==> src/rtl/rld_pkg.sv <==
package rld_pkg;

    typedef enum logic [1:0] {
        ST_RUN      = 2'd0,
        ST_LOCK_OFF = 2'd1,
        ST_RETRY_ON = 2'd2
    } rld_state_e;

    function automatic int unsigned max3(input int unsigned a,
                                         input int unsigned b,
                                         input int unsigned c);
        int unsigned m;
        m = (a > b) ? a : b;
        return (m > c) ? m : c;
    endfunction

endpackage

==> src/rtl/fg_edge_sync.sv <==
module fg_edge_sync #(
    parameter int unsigned SYNC_STAGES = 2
) (
    input  logic clk,
    input  logic rst,
    input  logic fg_in,
    output logic edge_o
);
    localparam int unsigned LAST = SYNC_STAGES;

    logic [LAST:0] sh_q;

    always_ff @(posedge clk) begin
        if (rst) begin
            sh_q <= '0;
        end else begin
            sh_q[0] <= fg_in;
        end
    end

    generate
        for (genvar g = 1; g <= LAST; g++) begin : g_stage
            always_ff @(posedge clk) begin
                if (rst) sh_q[g] <= 1'b0;
                else     sh_q[g] <= sh_q[g-1];
            end
        end
    endgenerate

    assign edge_o = sh_q[LAST] ^ sh_q[LAST-1];

endmodule

==> src/rtl/tick_window_cnt.sv <==
module tick_window_cnt #(
    parameter int unsigned CW = 7
) (
    input  logic          clk,
    input  logic          rst,
    input  logic          clr_i,
    input  logic          tick_i,
    input  logic [CW-1:0] limit_i,
    output logic          expire_o
);
    logic [CW-1:0] cnt_q;

    always_ff @(posedge clk) begin
        if (rst || clr_i) cnt_q <= '0;
        else if (tick_i)  cnt_q <= cnt_q + CW'(1);
    end

    assign expire_o = tick_i && (cnt_q == (limit_i - CW'(1)));


    cnt_bound_chk: assert property (@(posedge clk) disable iff (rst)
        cnt_q < limit_i);

endmodule

==> src/rtl/lock_fsm.sv <==
module lock_fsm
    import rld_pkg::*;
#(
    parameter int unsigned CW            = 7,
    parameter int unsigned TIMEOUT_TICKS = 8,
    parameter int unsigned ON_TICKS      = 8,
    parameter int unsigned OFF_TICKS     = 120
) (
    input  logic          clk,
    input  logic          rst,
    input  logic          tick_i,
    input  logic          edge_i,
    input  logic          expire_i,
    output logic          clr_o,
    output logic [CW-1:0] limit_o,
    output logic          hs_en_o,
    output logic          ls_hold_o,
    output logic          lock_o
);
    rld_state_e state_q, state_d;

    always_comb begin
        state_d = state_q;
        unique case (state_q)
            ST_RUN: begin
                if (!edge_i && expire_i) state_d = ST_LOCK_OFF;
            end
            ST_LOCK_OFF: begin
                if (expire_i) state_d = ST_RETRY_ON;
            end
            ST_RETRY_ON: begin
                if (edge_i)        state_d = ST_RUN;
                else if (expire_i) state_d = ST_LOCK_OFF;
            end
            default: state_d = ST_RUN;
        endcase
    end

    always_ff @(posedge clk) begin
        if (rst) state_q <= ST_RUN;
        else     state_q <= state_d;
    end

    always_comb begin
        clr_o = (state_d != state_q) || (edge_i && (state_q != ST_LOCK_OFF));
        unique case (state_q)
            ST_LOCK_OFF: limit_o = CW'(OFF_TICKS);
            ST_RETRY_ON: limit_o = CW'(ON_TICKS);
            default:     limit_o = CW'(TIMEOUT_TICKS);
        endcase
    end

    always_comb begin
        hs_en_o   = 1'b1;
        ls_hold_o = 1'b0;
        lock_o    = 1'b0;
        unique case (state_q)
            ST_RUN: begin
                hs_en_o = 1'b1;
            end
            ST_LOCK_OFF: begin
                hs_en_o   = 1'b0;
                ls_hold_o = 1'b1;
                lock_o    = 1'b1;
            end
            ST_RETRY_ON: begin
                lock_o = 1'b1;
            end
            default: begin
                hs_en_o = 1'b1;
            end
        endcase
    end


    lock_entry_tick_chk: assert property (@(posedge clk) disable iff (rst)
        (state_q == ST_LOCK_OFF && $past(state_q) == ST_RUN) |-> $past(tick_i));


    brake_excl_chk: assert property (@(posedge clk) disable iff (rst)
        ls_hold_o |-> !hs_en_o);


    lock_rise_chk: assert property (@(posedge clk) disable iff (rst)
        $rose(lock_o) |-> ls_hold_o);


    lock_clear_chk: assert property (@(posedge clk) disable iff (rst)
        $fell(lock_o) |-> $past(edge_i));


    off_exit_chk: assert property (@(posedge clk) disable iff (rst)
        (state_q == ST_LOCK_OFF && !tick_i) |=> state_q == ST_LOCK_OFF);

endmodule

==> src/rtl/rotor_lock_guard.sv <==
module rotor_lock_guard
    import rld_pkg::*;
#(
    parameter int unsigned TIMEOUT_TICKS = 8,
    parameter int unsigned ON_TICKS      = 8,
    parameter int unsigned OFF_TICKS     = 120,
    parameter int unsigned SYNC_STAGES   = 2
) (
    input  logic clk,
    input  logic rst,
    input  logic osc_tick,
    input  logic fg_in,
    output logic hs_en,
    output logic ls_hold,
    output logic lock_flag
);
    localparam int unsigned MAX_TICKS = max3(TIMEOUT_TICKS, ON_TICKS, OFF_TICKS);
    localparam int unsigned CW        = $clog2(MAX_TICKS + 1);

    logic          fg_edge;
    logic          win_clr;
    logic          win_expire;
    logic [CW-1:0] win_limit;

    fg_edge_sync #(
        .SYNC_STAGES (SYNC_STAGES)
    ) u_sync (
        .clk    (clk),
        .rst    (rst),
        .fg_in  (fg_in),
        .edge_o (fg_edge)
    );

    tick_window_cnt #(
        .CW (CW)
    ) u_cnt (
        .clk      (clk),
        .rst      (rst),
        .clr_i    (win_clr),
        .tick_i   (osc_tick),
        .limit_i  (win_limit),
        .expire_o (win_expire)
    );

    lock_fsm #(
        .CW            (CW),
        .TIMEOUT_TICKS (TIMEOUT_TICKS),
        .ON_TICKS      (ON_TICKS),
        .OFF_TICKS     (OFF_TICKS)
    ) u_fsm (
        .clk       (clk),
        .rst       (rst),
        .tick_i    (osc_tick),
        .edge_i    (fg_edge),
        .expire_i  (win_expire),
        .clr_o     (win_clr),
        .limit_o   (win_limit),
        .hs_en_o   (hs_en),
        .ls_hold_o (ls_hold),
        .lock_o    (lock_flag)
    );

endmodule

==> config.mk <==
export PLATFORM = sky130hd
export DESIGN_NAME = rotor_lock_guard
export DESIGN_NICKNAME = d
export VERILOG_FILES = /design/src/rtl/rld_pkg.sv /design/src/rtl/fg_edge_sync.sv /design/src/rtl/tick_window_cnt.sv /design/src/rtl/lock_fsm.sv /design/src/rtl/rotor_lock_guard.sv
export SDC_FILE = /design/constraint.sdc
export NUM_CORES = 1
export LEC_CHECK = 0
export CAP_MARGIN = 30
export CORE_AREA = 2 2 39 41
export DETAILED_ROUTE_END_ITERATION = 16
export DIE_AREA = 0 0 41 43
export PLACE_DENSITY = 0.69
export SETUP_SLACK_MARGIN = 0.2
export SYNTH_ARGS = -nofsm -noshare
export SYNTH_HDL_FRONTEND = slang
export SYNTH_SLANG_ARGS = --single-unit
==> constraint.sdc <==
create_clock -name clk -period 3.8 [get_ports clk]
set_input_delay 1.14 -clock clk [delete_from_list [all_inputs] [get_ports clk]]
set_output_delay 1.14 -clock clk [all_outputs]
set_load 0.02 [all_outputs]
# Yosys cells after proc, flatten, opt, wreduce, memory -nomap -nowiden
# Cells that the tools add are included.
# W data, S select, Z words.
[classes]
add_sub_neg = 2
eq_ne = 4
n_mux = 7
reduce_logical = 5
[ops]
columns = ["operator", "count"]
rows = [
  ["$add A7 B1 Y7 const B", 1],
  ["$eq A7 B7 Y1", 1],
  ["$mux W7", 1],
  ["$sub A7 B1 Y7 const B", 1],
  ["$mux W2", 2],
  ["$pmux W2 S2", 1],
  ["$reduce_or A2 Y1", 2],
  ["$mux W1", 3],
  ["$eq A2 B1 Y1 const B", 1],
  ["$eq A2 B2 Y1 const B", 1],
  ["$logic_not A2 Y1", 1],
  ["$ne A2 B2 Y1", 1],
  ["$logic_and A1 B1 Y1", 1],
  ["$logic_or A1 B1 Y1", 1],
]
[totals]
reg_bits = 9
wordCells = 20

# Longest topological paths before layout
[logic_depth]
ltp_word = 9
mapped_depth = 6

# By module
# Synthesis repeated with hierarchy kept, for this count alone.
[hier_totals]
hier_cells = 99
area_unflattened_um2 = 790.8
[modules_own_cells]
columns = ["mod", "instances", "cells_each", "area_each_um2", "seq_area_each_um2"]
rows = [
  ["tick_window_cnt", 1, 59, 486.7, 140.1],
  ["lock_fsm", 1, 38, 292.8, 40.0],
  ["fg_edge_sync", 1, 2, 11.3, 0.0],
]

# Least setup slack after synthesis
# Ideal clock, no wire load.
[synth_timing]
path_type = "input -> register"
from = "in osc_tick"
to = "reg u_cnt.cnt_q[0]"
arrival_ps = 2122
required_ps = 3675
slack_ps = 1553
cell_stages = 5
path_cell_list = "clkbuf_1 nand3_1 a211o_2 a31oi_4 nor3_1"
[synth_between]
elab_chain_cells = 5
elab_cells_between_ends = 6
classes_between = "1 x eq/ne; 3 x mux; 2 x reduce/logical"
[synth_rtl]
columns = ["item", "line_no", "rtl"]
rows = [
  ["start, declared", "rotor_lock_guard.sv:11", "input logic osc_tick,"],
  ["$logic_and A1 B1 Y1", "tick_window_cnt.sv:18", "assign expire_o = tick_i && (cnt_q == (limit_i - CW'(1)));"],
  ["$mux W2, on equally long branches", "lock_fsm.sv:26, lock_fsm.sv:33, lock_fsm.sv:29", ""],
  ["$pmux W2 S2", "lock_fsm.sv:24", "unique case (state_q)"],
  ["$ne A2 B2 Y1", "lock_fsm.sv:45", "clr_o = (state_d != state_q) || (edge_i && (state_q != ST_LOCK_OFF));"],
  ["$logic_or A1 B1 Y1", "tick_window_cnt.sv:14", "if (rst || clr_i) cnt_q <= '0;"],
  ["end signal, assigned", "tick_window_cnt.sv:15", "else if (tick_i) cnt_q <= cnt_q + CW'(1);"],
  ["end, declared", "tick_window_cnt.sv:11", "logic [CW-1:0] cnt_q;"],
]
# Several ways; a longest one is shown, not always the timed one.
# A chain may end at the register's enable or synchronous reset.

# Worst setup path after layout
[layout_timing]
from = "reg u_fsm.state_q[1]"
to = "out hs_en"
[layout_between]
elab_chain_cells = 2
[layout_rtl]
columns = ["item", "line_no", "rtl"]
rows = [
  ["start, declared", "lock_fsm.sv:20", "rld_state_e state_q, state_d;"],
  ["start signal, assigned", "lock_fsm.sv:41", "else state_q <= state_d;"],
  ["$eq A2 B1 Y1", "lock_fsm.sv:57", "unique case (state_q)"],
  ["$mux W1", "lock_fsm.sv:57", ""],
  ["end, declared", "rotor_lock_guard.sv:13", "output logic hs_en,"],
]
# Every way passes these cells.

==> flow_summary.yaml <==
detailed_routing:
  drt_iter0_drc: 7
  postRouteAntennaNets: 0
  drt_first_pass_iters: 3
  wl_um: 926
  vias: 434
  wl_per_cell_um: 11.3
  drc: 0
  drt-vias-per-instance: 5.29
worst_setup_path:
  cp_max_fo: 7
  crit_type: "register to primary output"
  r2r_slack_ns: 1.73
  cp-start-kind: "register"
  regToRegStartpoint: "u_fsm.state_q[1]"
  timing.rr.end: "u_cnt.cnt_q[5]"
  cp_data_required_time_ns: 2.66
  reg2reg_depth: 6
  startpoint: "u_fsm.state_q[1]"
  worstPathArrival_ns: 1.79
  endpoint_kind: "primary output"
sta:
  relSlewSlack: 0.795
  timing.hold.ws_ns: 0.552
  rsz0062_at_grt: "false"
  finClkSkew_ns: 0.00241
  clock.fmax_ghz: 0.341
  slew_viol_final: 0
  setup_viol: 0
  hold_violations: 0
  min_period_over_period: 0.771
  tightest_slew_ns: 0.307
  fin_tns_setup_ns: 0
  finalCriticalPeriod_ns: 2.93
logic_synthesis:
  yosys.area.top_type: "dfxtp_1"
  synth_cells: 58
  netlist_area_sq_um: 534
  ys_seq_area_frac: 0.337
  synth-seq-cells: 9
  synth_cell_types: 23
  synth_area_leaders: "dfxtp_1, ha_1, nor3_1, xnor2_1, xor2_1"
  yosysTopAreaCellShare: 0.337
  yosys_warnings: 4
  syn_avg_cell_area_sq_um: 9.21
  syn-num-nets: 67
floorplan:
  io_pins: 7
  die_x_um: 41
  initial_core_util: 0.386
  rows: 14
  die-area_sq_um: 1760
  core_area_sq_um: 1380
  dieHeight_um: 43
run:
  maxCapViolations: 0
place:
  dpl.hpwl_um: 700
  place_area_sq_um: 601
  io_buffers: 5
  gp_congestion: 0.701
final_layout:
  num_antenna_cells: 0
  drive_above_1_share: 0.121
  final_cell_area_sq_um: 627
  syn2layout_area_growth_pct: 17.3
  fin_nets: 76
  fillCellCount: 133
status:
  status: "finished clean"
clocking:
  cts_buffers: 3
  clk_path_buf_depth: 2
  postCtsSetupRepairBufs: 0
  root_buffer: "clkbuf_4"
  clock_latency_ns: 0.26
  clk_pin_slew_ns: 0.06
  cts-resized-gates: 0
  clock_sinks: 9
  cts_tree: "yes"
  postCtsHoldBufs: 0
  h-tree-depth: 1
global_routing:
  grt-ovfl-total: 0
  grt_pass1_wl_um: 1610
  grt_pass1_vias: 435
  antenna_found_initial: 0
  grt_max_degree: 8
  grt_usage: 0.131
power:
  leakage_nw: 0.211
  ir_worst_vdd_mv: 0.219
  power_density_nw_per_um2: 292
  p_total_mw: 0.183
min_path:
  hp-class: "register to register"
  hp-start: "u_cnt.cnt_q[0]"
  whs_endpoint: "u_cnt.cnt_q[0]"
  worstHoldPathCells: 2
==> power breakdown <==
part	leakage [nW]	switching (mW)	total, mW	internal (mW)
registers	0.0729	0.00192	0.0986	0.0967
logic	0.123	0.00509	0.0106	0.00553
clock network	0.0150	0.0335	0.0740	0.0405
total	0.211	0.0405	0.183	0.143
==> placed cells by master, fill, tap and decap left out <==
master           n
mux2i_1          1
clkdlybuf4s50_1  5
xnor2_1          3
o22ai_1          1
o21ai_0          1
nand2b_1         1
ha_1             5
nand3_1          2
a31oi_4          1
dfxtp_1          9
inv_1            3
a2111oi_2        1
clkbuf_4         3
nor4b_1          1
a211o_2          1
clkbuf_1         1
xor2_1           3
a211oi_2         1
nand2_1          3
a22oi_1          1
nor3_1           7
nand4_1          3
nor2_1           6
or4_4            1
or3_1            2
==> worst max-delay path: stages (launching register included) <==
cell and delay, ns:
dfxtp_1 0.43, inv_1 0.09, ha_1 0.26, inv_1 0.13
clkdlybuf4s50_1 0.62
==> cells by family after synthesis <==
logic type | Yosys count | synth area share
flops | 9 | 0.337
simple gates | 26 | 0.255
fa+ha+maj | 5 | 0.117
xor+xnor | 6 | 0.0984
mux | 1 | 0.0187
buf+inv | 4 | 0.0281
compound gates | 7 | 0.145
==> flip-flops by register name, indices dropped and copies added, names as in the netlist <==
name           count
u_cnt.cnt_q        7
u_fsm.state_q      2
==> how the worst max path moves through the flow <==
stage	to	cells after the start	slack [ns]
detailed placement	u_cnt.cnt_q[5]	5	1.03
global placement	u_cnt.cnt_q[0]	5	1.04
floorplan	u_cnt.cnt_q[0]	5	1.55
finish	hs_en	4	0.87
CTS	hs_en	4	0.86
global route	hs_en	4	0.77
==> area by class of cell <==
class | count | area, sq um | area share
Clock buffer | 4 | 26.3 | 0.0419
Inverter | 3 | 11.3 | 0.0180
Sequential cell | 9 | 180 | 0.287
Tap cell | 16 | 20.0 | 0.0319
Timing Repair Buffer | 5 | 50.0 | 0.0798
Multi-Input combinational cell | 45 | 339 | 0.541
==> metal layers <==
| metal | vias to the layer above | GRT usage | wire [um] |
|---|---|---|---|
| li1 | 228 | - | - |
| met4 | 0 | 0.0400 | 8 |
| met3 | 2 | 0.0471 | 38 |
| met1 | 195 | 0.154 | 446 |
| met2 | 9 | 0.213 | 432 |
| met5 | - | 0 | 0 |
==> cells in the mapped netlist <==
cell	n
mux2i_1	1
o22ai_1	1
a211oi_2	1
dfxtp_1	9
or4_4	1
nand4_1	3
xnor2_1	3
nor3_1	7
nand3_1	2
nor2_1	6
ha_1	5
or3_1	2
o21ai_0	1
nand2_1	3
xor2_1	3
a22oi_1	1
a211o_2	1
nor4b_1	1
a2111oi_2	1
inv_1	3
clkbuf_1	1
nand2b_1	1
a31oi_4	1
==> through the flow <==
step / worst slack (ns) / utilization / instances
finish: 0.870 / 0.453 / 82
global route: 0.771 / 0.453 / 82
CTS: 0.863 / 0.453 / 82
detailed placement: 1.03 / 0.434 / 78
global placement: 1.04 / 0.434 / 78
floorplan: 1.55 / - / 58
Note: power is estimated with default switching activity, not from simulation.
